`src/rtl/exec_pkg.sv`:
```
package exec_pkg;
   localparam int OP_W = 4;

   typedef enum logic [OP_W-1:0] {
      OP_ADD  = 4'd0,
      OP_SUB  = 4'd1,
      OP_AND  = 4'd2,
      OP_OR   = 4'd3,
      OP_XOR  = 4'd4,
      OP_SLL  = 4'd5,
      OP_SRL  = 4'd6,
      OP_SLT  = 4'd7,
      OP_ADDI = 4'd8,
      OP_ANDI = 4'd9,
      OP_ORI  = 4'd10,
      OP_XORI = 4'd11,
      OP_SLTI = 4'd12,
      OP_LUI  = 4'd13,
      OP_RSV0 = 4'd14,
      OP_RSV1 = 4'd15
   } alu_op_e;
endpackage

```
`src/rtl/imm_extend.sv`:
```
module imm_extend #(
   parameter int XLEN  = 32,
   parameter int IMM_W = 16
) (
   input  logic [IMM_W-1:0] imm,
   output logic [XLEN-1:0]  imm_sext,
   output logic [XLEN-1:0]  imm_zext,
   output logic [XLEN-1:0]  imm_upper
);
   localparam int PAD_W = XLEN - IMM_W;

   generate
      if (IMM_W < 1 || IMM_W >= XLEN) begin : g_bad_width
         $error("imm_extend: IMM_W must lie between 1 and XLEN-1");
      end
   endgenerate

   assign imm_sext  = {{PAD_W{imm[IMM_W-1]}}, imm};
   assign imm_zext  = {{PAD_W{1'b0}}, imm};
   // upper form: immediate lands in the top IMM_W bits
   assign imm_upper = imm_zext << PAD_W;
endmodule

```
`src/rtl/arith_unit.sv`:
```
module arith_unit #(
   parameter int XLEN = 32
) (
   input  logic [XLEN-1:0] opnd_a,
   input  logic [XLEN-1:0] opnd_b,
   input  logic            do_sub,
   output logic [XLEN-1:0] sum,
   output logic            signed_lt
);
   localparam int MSB = XLEN - 1;

   generate
      if (XLEN < 2) begin : g_bad_width
         $error("arith_unit: XLEN must be at least 2");
      end
   endgenerate

   logic [XLEN-1:0] b_eff;
   logic [XLEN-1:0] carry_in;

   assign b_eff    = do_sub ? ~opnd_b : opnd_b;
   assign carry_in = {{(XLEN-1){1'b0}}, do_sub};
   assign sum      = opnd_a + b_eff + carry_in;

   // signed less-than from the shared subtractor: when signs differ the
   // negative operand is smaller, otherwise the difference sign decides
   assign signed_lt = (opnd_a[MSB] ^ opnd_b[MSB]) ? opnd_a[MSB] : sum[MSB];
endmodule

```
`src/rtl/shift_unit.sv`:
```
module shift_unit #(
   parameter int XLEN   = 32,
   parameter int STAGED = 1
) (
   input  logic [XLEN-1:0]         val,
   input  logic [$clog2(XLEN)-1:0] amt,
   input  logic                    go_right,
   output logic [XLEN-1:0]         res
);
   localparam int SW = $clog2(XLEN);

   generate
      if ((1 << SW) != XLEN) begin : g_bad_width
         $error("shift_unit: XLEN must be a power of two");
      end

      if (STAGED != 0) begin : g_staged
         logic [SW:0][XLEN-1:0] stg;
         assign stg[0] = val;
         for (genvar s = 0; s < SW; s++) begin : g_stage
            assign stg[s+1] = !amt[s]  ? stg[s] :
                              go_right ? (stg[s] >> (1 << s)) :
                                         (stg[s] << (1 << s));
         end
         assign res = stg[SW];
      end else begin : g_flat
         assign res = go_right ? (val >> amt) : (val << amt);
      end
   endgenerate
endmodule

```
`src/rtl/int_exec_unit.sv`:
```
module int_exec_unit
   import exec_pkg::*;
#(
   parameter int XLEN      = 32,
   parameter int IMM_W     = 16,
   parameter int SHIFT_STG = 1
) (
   input  logic                    clk,
   input  logic                    rst_n,
   input  logic                    in_valid,
   input  logic [OP_W-1:0]         op_sel,
   input  logic [XLEN-1:0]         src_a,
   input  logic [XLEN-1:0]         src_b,
   input  logic [$clog2(XLEN)-1:0] shamt,
   input  logic [IMM_W-1:0]        imm,
   output logic                    out_valid,
   output logic [XLEN-1:0]         result
);
   localparam int SW = $clog2(XLEN);
   localparam logic [XLEN-1:0] ZERO_W = '0;

   generate
      if (XLEN < 8) begin : g_bad_xlen
         $error("int_exec_unit: XLEN too small");
      end
   endgenerate

   alu_op_e op;
   assign op = alu_op_e'(op_sel);

   logic [XLEN-1:0] imm_s, imm_z, imm_u;
   imm_extend #(.XLEN(XLEN), .IMM_W(IMM_W)) u_imm (
      .imm(imm), .imm_sext(imm_s), .imm_zext(imm_z), .imm_upper(imm_u)
   );

   // adder operand: register or sign-extended immediate
   logic            use_imm, is_sub;
   logic [XLEN-1:0] add_b, add_sum;
   logic            lt;
   assign use_imm = (op == OP_ADDI) || (op == OP_SLTI);
   assign is_sub  = (op == OP_SUB) || (op == OP_SLT) || (op == OP_SLTI);
   assign add_b   = use_imm ? imm_s : src_b;

   arith_unit #(.XLEN(XLEN)) u_arith (
      .opnd_a(src_a), .opnd_b(add_b), .do_sub(is_sub),
      .sum(add_sum), .signed_lt(lt)
   );

   logic [XLEN-1:0] shf;
   shift_unit #(.XLEN(XLEN), .STAGED(SHIFT_STG)) u_shift (
      .val(src_a), .amt(shamt), .go_right(op == OP_SRL), .res(shf)
   );

   logic [XLEN-1:0] nxt;
   always_comb begin
      unique case (op)
         OP_ADD, OP_SUB, OP_ADDI: nxt = add_sum;
         OP_AND:                  nxt = src_a & src_b;
         OP_OR:                   nxt = src_a | src_b;
         OP_XOR:                  nxt = src_a ^ src_b;
         OP_ANDI:                 nxt = src_a & imm_z;
         OP_ORI:                  nxt = src_a | imm_z;
         OP_XORI:                 nxt = src_a ^ imm_z;
         OP_SLL, OP_SRL:          nxt = shf;
         OP_SLT, OP_SLTI:         nxt = {{(XLEN-1){1'b0}}, lt};
         OP_LUI:                  nxt = imm_u;
         default:                 nxt = ZERO_W;
      endcase
   end

   always_ff @(posedge clk or negedge rst_n) begin
      if (!rst_n) begin
         result    <= '0;
         out_valid <= 1'b0;
      end else begin
         out_valid <= in_valid;
         if (in_valid) result <= nxt;
      end
   end

   // valid flag tracks input one cycle later
   a_r2_valid_follows: assert property (@(posedge clk) disable iff (!rst_n)
      in_valid |=> out_valid);
   a_r2_idle_follows: assert property (@(posedge clk) disable iff (!rst_n)
      !in_valid |=> !out_valid);
   // no capture on idle cycles
   a_r3_hold_idle: assert property (@(posedge clk) disable iff (!rst_n)
      !in_valid |=> $stable(result));
   // compare results are single-bit booleans
   a_r7_slt_bool: assert property (@(posedge clk) disable iff (!rst_n)
      (in_valid && (op_sel == OP_SLT || op_sel == OP_SLTI)) |=> (result[XLEN-1:1] == '0));
   // upper-immediate clears the low half
   a_r10_lui_low_clear: assert property (@(posedge clk) disable iff (!rst_n)
      (in_valid && op_sel == OP_LUI) |=> (result[XLEN-IMM_W-1:0] == '0));
   // unassigned codes produce zero
   a_r11_rsv_zero: assert property (@(posedge clk) disable iff (!rst_n)
      (in_valid && op_sel >= OP_RSV0) |=> (result == '0));
   // zero-fill on right shifts by a nonzero count
   a_r6_srl_fill: assert property (@(posedge clk) disable iff (!rst_n)
      (in_valid && op_sel == OP_SRL && shamt != '0) |=> (result[XLEN-1] == 1'b0));

   logic unused_sw;
   assign unused_sw = ^SW;
endmodule

```
`config.mk`:
```
export PLATFORM = sky130hd
export DESIGN_NAME = int_exec_unit
export DESIGN_NICKNAME = d
export VERILOG_FILES = /design/src/rtl/exec_pkg.sv /design/src/rtl/imm_extend.sv /design/src/rtl/arith_unit.sv /design/src/rtl/shift_unit.sv /design/src/rtl/int_exec_unit.sv
export SDC_FILE = /design/constraint.sdc
export NUM_CORES = 1
export LEC_CHECK = 0
export BUFFER_PORTS_ARGS = -buffer_cell sky130_fd_sc_hd__buf_2
export CAP_MARGIN = 20
export CORE_UTILIZATION = 60
export CTS_BUF_LIST = sky130_fd_sc_hd__clkbuf_16
export DETAILED_ROUTE_END_ITERATION = 10
export PLACE_DENSITY = 0.82
export SYNTH_ARGS = -nofsm -noshare
export SYNTH_HDL_FRONTEND = slang
export SYNTH_SLANG_ARGS = --single-unit
```
`constraint.sdc`:
```
create_clock -name clk -period 1.55 [get_ports clk]
set_clock_uncertainty 0.05 [all_clocks]
set_input_delay 0.155 -clock clk [delete_from_list [all_inputs] [get_ports clk]]
set_output_delay 0.155 -clock clk [all_outputs]
set_load 0.05 [all_outputs]
```
==> impl_metrics.ini, run 1 <==
[logic_synthesis]
synth_top_area_share_pct = 16.2
syn_nets = 1593
avgSynthCellArea_um2 = 7.07
dominantRegCellSynth = dfrtp_1
seq_area_frac_synth_pct = 8.51
post-synth-top-area-cell = ha_1
synth_enable_flop_cells = 0
synth.top_cells.by_area = ha_1, dfrtp_1, a21oi_1
yosys.cell_types.count = 79
synth_seq_cells = 33
synth_cells = 1374
synth.cell_area_mm2 = 0.00971
yosysWarnings = 0
async_reset_ff_share_pct = 100

[global_routing]
grt_overflow_total = 1844
grt_pass1_vias = 20600
grt.total_usage_pct = 105
grt_pass1_wl_um = 131000
grt_max_degree = 41

[placement]
dpl.hpwl_um = 46400
dpl_worst_slack_ns = -3.11
placement.io_buffers = 124
gp_congestion = 1.26

[clock_tree]
clockBufferDepth = 2
cts_buffers = 5
ctsHtreeMaxLevel = 2
cts_sinks = 33
root_buffer = clkbuf_16

[floorplan]
rows = 46
die_w_um = 129
die_y_um = 129
initial_core_util_pct = 61.3
ios = 125

[outcome]
status = did not finish
error_message = [ERROR GRT-0116] Global routing finished with congestion. Check the congestion regions in the DRC Viewer.
lastStage = global routing (5_1_grt)
==> cells in the mapped netlist (all sizes together), types with 4 or more instances <==
cell and number:
a2111oi 5, a211o 6, a211oi 16, a21o 12, a21oi 152, a221o 6, a221oi 34, a222oi 13
a22oi 12, a311oi 14, a31oi 27, a32oi 4, and2 7, and3 4, buf 36, clkbuf 76
dfrtp 33, ha 126, inv 99, mux2i 43, mux4 24, nand2 167, nand2b 15, nand3 25
nor2 115, nor2b 7, nor3 21, nor3b 6, o211ai 24, o21a 4, o21ai 87, o21bai 7
o221ai 5, o22ai 17, o2bb2ai 7, o311ai 5, o31ai 6, o32a 4, xnor2 12, xor2 42
==> per-stage QoR <==
step / cell area [um2] / instances
after CTS: 15200 / 2126
after global placement: 14100 / 2094
after floorplan: 9820 / 1374
after detailed placement: 14100 / 2094
==> logic make-up after synthesis <==
family,count (synthesis),share of synthesized area (%)
AO/OA/AOI/OAI,492,33.7
XOR/XNOR,54,4.87
adder cells (fa/ha/maj),128,16.6
buffers and inverters,211,8.62
flip-flops,33,8.51
multiplexers,70,10.3
AND/OR/NAND/NOR,386,17.4
==> layer usage <==
layer / overflow / track usage [%]
met5: 1 / 50.9
met4: 338 / 119
met3: 33 / 74.5
met2: 1438 / 144
met1: 34 / 90.4
==> what timing repair did <==
item | in CTS
setup endpoints to repair | 32
hold buffers | 1
gates cloned | 2
setup buffers | 23
hold endpoints to repair | 33
pin swaps | 47
resized for setup | 145
==> run 2: changes to the inputs <==
--- a/config.mk
+++ b/config.mk
@@ -7,10 +7,9 @@
 export LEC_CHECK = 0
 export BUFFER_PORTS_ARGS = -buffer_cell sky130_fd_sc_hd__buf_2
 export CAP_MARGIN = 20
-export CORE_UTILIZATION = 60
-export CTS_BUF_LIST = sky130_fd_sc_hd__clkbuf_16
+export CORE_UTILIZATION = 40
 export DETAILED_ROUTE_END_ITERATION = 10
-export PLACE_DENSITY = 0.82
+export PLACE_DENSITY_LB_ADDON = 0.15
 export SYNTH_ARGS = -nofsm -noshare
 export SYNTH_HDL_FRONTEND = slang
 export SYNTH_SLANG_ARGS = --single-unit
==> run 2 against run 1 <==
The flow now finishes, with violations (setup timing). Synthesized area is the same. Synthesized cell count stayed put.
==> impl_metrics.ini, run 2 <==
[detailed_routing]
drt_iter0_markers = 1829
wl_per_cell_um = 24.0
avgViaCountPerCell = 6.08
dr.pass1.iters = 8
vias = 13800
ant_nets = 0
drc = 0
wl_um = 54300

[placement]
placement.io_buffers = 124
gp_congestion = 1.10
dpl.hpwl_um = 44600
dpl_worst_slack_ns = -2.82
placed_cells = 2227

[sta]
fin_crit_ns = 3.84
hold_violations = 0
fmax_ghz = 0.261
slew_headroom_pct = 48.6
final_max_slew_viol_count = 0
rsz0062_at_grt = yes
finalCritPeriodShare_pct = 247
fin_ws_ns = -2.29
worst_slew_pin_slew_ns = 0.766
setup_violations = 32
holdWs_ns = 0.272

[global_routing]
grt_overflow_total = 0
grt.total_usage_pct = 42.5
grt_pass1_vias = 12800
antenna_found_initial = 4
grt_max_degree = 34
grt_pass1_wl_um = 77600

[power_and_ir_drop]
p_total_uw = 9200
p_leak_uw = 0.00762
p_clk_share_pct = 10.7
p_comb_share_pct = 77.4
cellPowerDensity_mw_per_mm2 = 595
p_sw_uw = 4500
p_sw_share_pct = 48.9
irDropWorstVdd_mv = 0.557
seqPwrFrac_pct = 11.9
internal-power_uw = 4700

[floorplan]
die_area_mm2 = 0.0249
rows = 56
ios = 125
die_y_um = 158
die_w_um = 158
coreArea_mm2 = 0.0236
initial_core_util_pct = 41.1

[layout]
layout_commonest_cell = buf_4
reg_top3 = result (32), out_valid (1)
final-instance-count-excl-fill = 2263
syn_to_final_growth_pct = 59.4
largest_reg_flops = 32
nets = 2160
fin_util_pct = 65.5
final_cell_mix = buf_4, nand2_1, a21oi_1
top_register = result
drive_gt1_share_pct = 41.9

[setup_path]
arrival_ns = 3.96
r2r_slack_ns = -0.17
worstSetupPathType = in2reg
critical_path.slowest_cell = or4b_1
cp-start-kind = input port
crit_required_ns = 1.67
startpoint = op_sel[3]
worstReg2RegStart = result[1]$_DFFE_PN0P_
cpPeakStageDelay_ns = 0.51
cp_max_fo = 8
crit_path_end_kind = register
path_cells = buf_2 > or3b_4 > buf_12 > buf_6 > a21oi_1 > xor2_1 > ha_1 > inv_1 > or3_4 > o221a_4 > and3_4 > a21oi_4 > a21oi_4 > or4b_1 > and3_4 > maj3_2 > a41o_1

[logic_synthesis]
synth_top_area_share_pct = 16.2
synth.cell_area_mm2 = 0.00971
synthTopCellsByCount = nand2_1, a21oi_1, ha_1, nor2_1, inv_1
yosys.cell_types.count = 79
synth.top_cells.by_area = ha_1, dfrtp_1, a21oi_1
yosysWarnings = 0
dominantRegCellSynth = dfrtp_1
post-synth-top-area-cell = ha_1
synth_seq_cells = 33
avgSynthCellArea_um2 = 7.07
synth_enable_flop_cells = 0
yosys.cell_count.top_type = nand2_1
async_reset_ff_share_pct = 100
synth_cells = 1374
seq_area_frac_synth_pct = 8.51
syn_nets = 1593

[job]
maxCapViolCount = 0

[clock_tree]
clkTransAtPathRegs_ns = 0.06
cts_tree = yes
cts_sinks = 33
root_buffer = clkbuf_16
clockBufferDepth = 2
insertion_delay_ns = 0.28
cts_buffers = 5
ctsHtreeMaxLevel = 2

[outcome]
status = finished, violations left
violations = setup timing

[worst_hold_path]
hold_path.startpoint = in_valid
hp-class = in2reg
==> run 2: cell counts after synthesis <==
Identical to the previous run, type by type.
==> run 2: power by group through the flow <==
stage	combinational [uW]	clock, uW	sequential (uW)
final	7120	985	1090
after global routing	7490	1030	1110
after CTS	6640	984	1090
after detailed placement	6320	0	1100
after global placement	6270	0	1100
after floorplan	2610	0	1580
==> run 2: final timing paths <==
path / end / depth (start not counted)
max: result[0]$_DFFE_PN0P_ / 17
min: out_valid$_DFF_PN0_ / 3
max reg2reg: result[1]$_DFFE_PN0P_ / 6
min in group asynchronous: result[8]$_DFFE_PN0P_ / 3
min reg2reg: result[3]$_DFFE_PN0P_ / 1
max in group asynchronous: result[29]$_DFFE_PN0P_ / 3
==> run 2: cell families (layout without fill, tap and decap cells) <==
family          after synthesis  in the layout  synth area share [%]
xor+xnor                     54             54                  4.87
other cells                   0              2                     0
flops                        33             33                  8.51
compound gates              492            493                  33.7
fa+ha+maj                   128            128                  16.6
buf+inv                     211            777                  8.62
mux                          70             70                  10.3
simple gates                386            387                  17.4
==> run 2: metal layers <==
| metal | vias up | wire length [um] | share of wire, % | GRT usage, % |
|---|---|---|---|---|
| met5 | - | 27 | 0.050 | 0 |
| met4 | 4 | 3960 | 7.3 | 25.6 |
| met3 | 203 | 5030 | 9.3 | 6.93 |
| met2 | 870 | 23500 | 43 | 66.2 |
| met1 | 6462 | 21700 | 40 | 54.7 |
| li1 | 6226 | - | - | - |
==> run 2: area by class of cell <==
type,count,area [um2]
clock buffer,5,125
inverter,99,372
timing repair buffer,670,5010
fill,2164,8140
tap,319,399
clock inverter,3,17.5
multi-input combinational,1132,8720
sequential,33,826
antenna,2,5.00
==> run 2: metrics by stage <==
stage / instance area, um2 / TNS, ns
2_1_floorplan: 9820 / -55.72
3_3_place_gp: 14500 / -72.11
3_5_place_dp: 14500 / -73.81
4_1_cts: 15100 / -58.88
5_1_grt: 15500 / -64.62
6_report: 15500 / -61.51
==> run 2: critical path: cells and delay by family <==
| kind | cells | cell delay [ns] |
|---|---|---|
| xor gates and xnor gates | 1 | 0.11 |
| AOI/OAI and AO/OA | 5 | 0.91 |
| buffers and inverters | 4 | 0.48 |
| adders and majority gates | 2 | 0.60 |
| and+or+nand+nor | 5 | 1.70 |
==> run 2: what timing repair did <==
| action | 4_1_cts | 5_1_grt |
|---|---|---|
| resized for setup | 68 | 60 |
| hold buffers | 1 | 0 |
| cloned | 1 | 1 |
| setup buffers | 10 | 15 |
| hold endpoints to repair | 33 | 0 |
| setup endpoints to repair | 32 | 32 |
| pin swaps | 23 | 43 |
(Power assumes the default switching activity.)
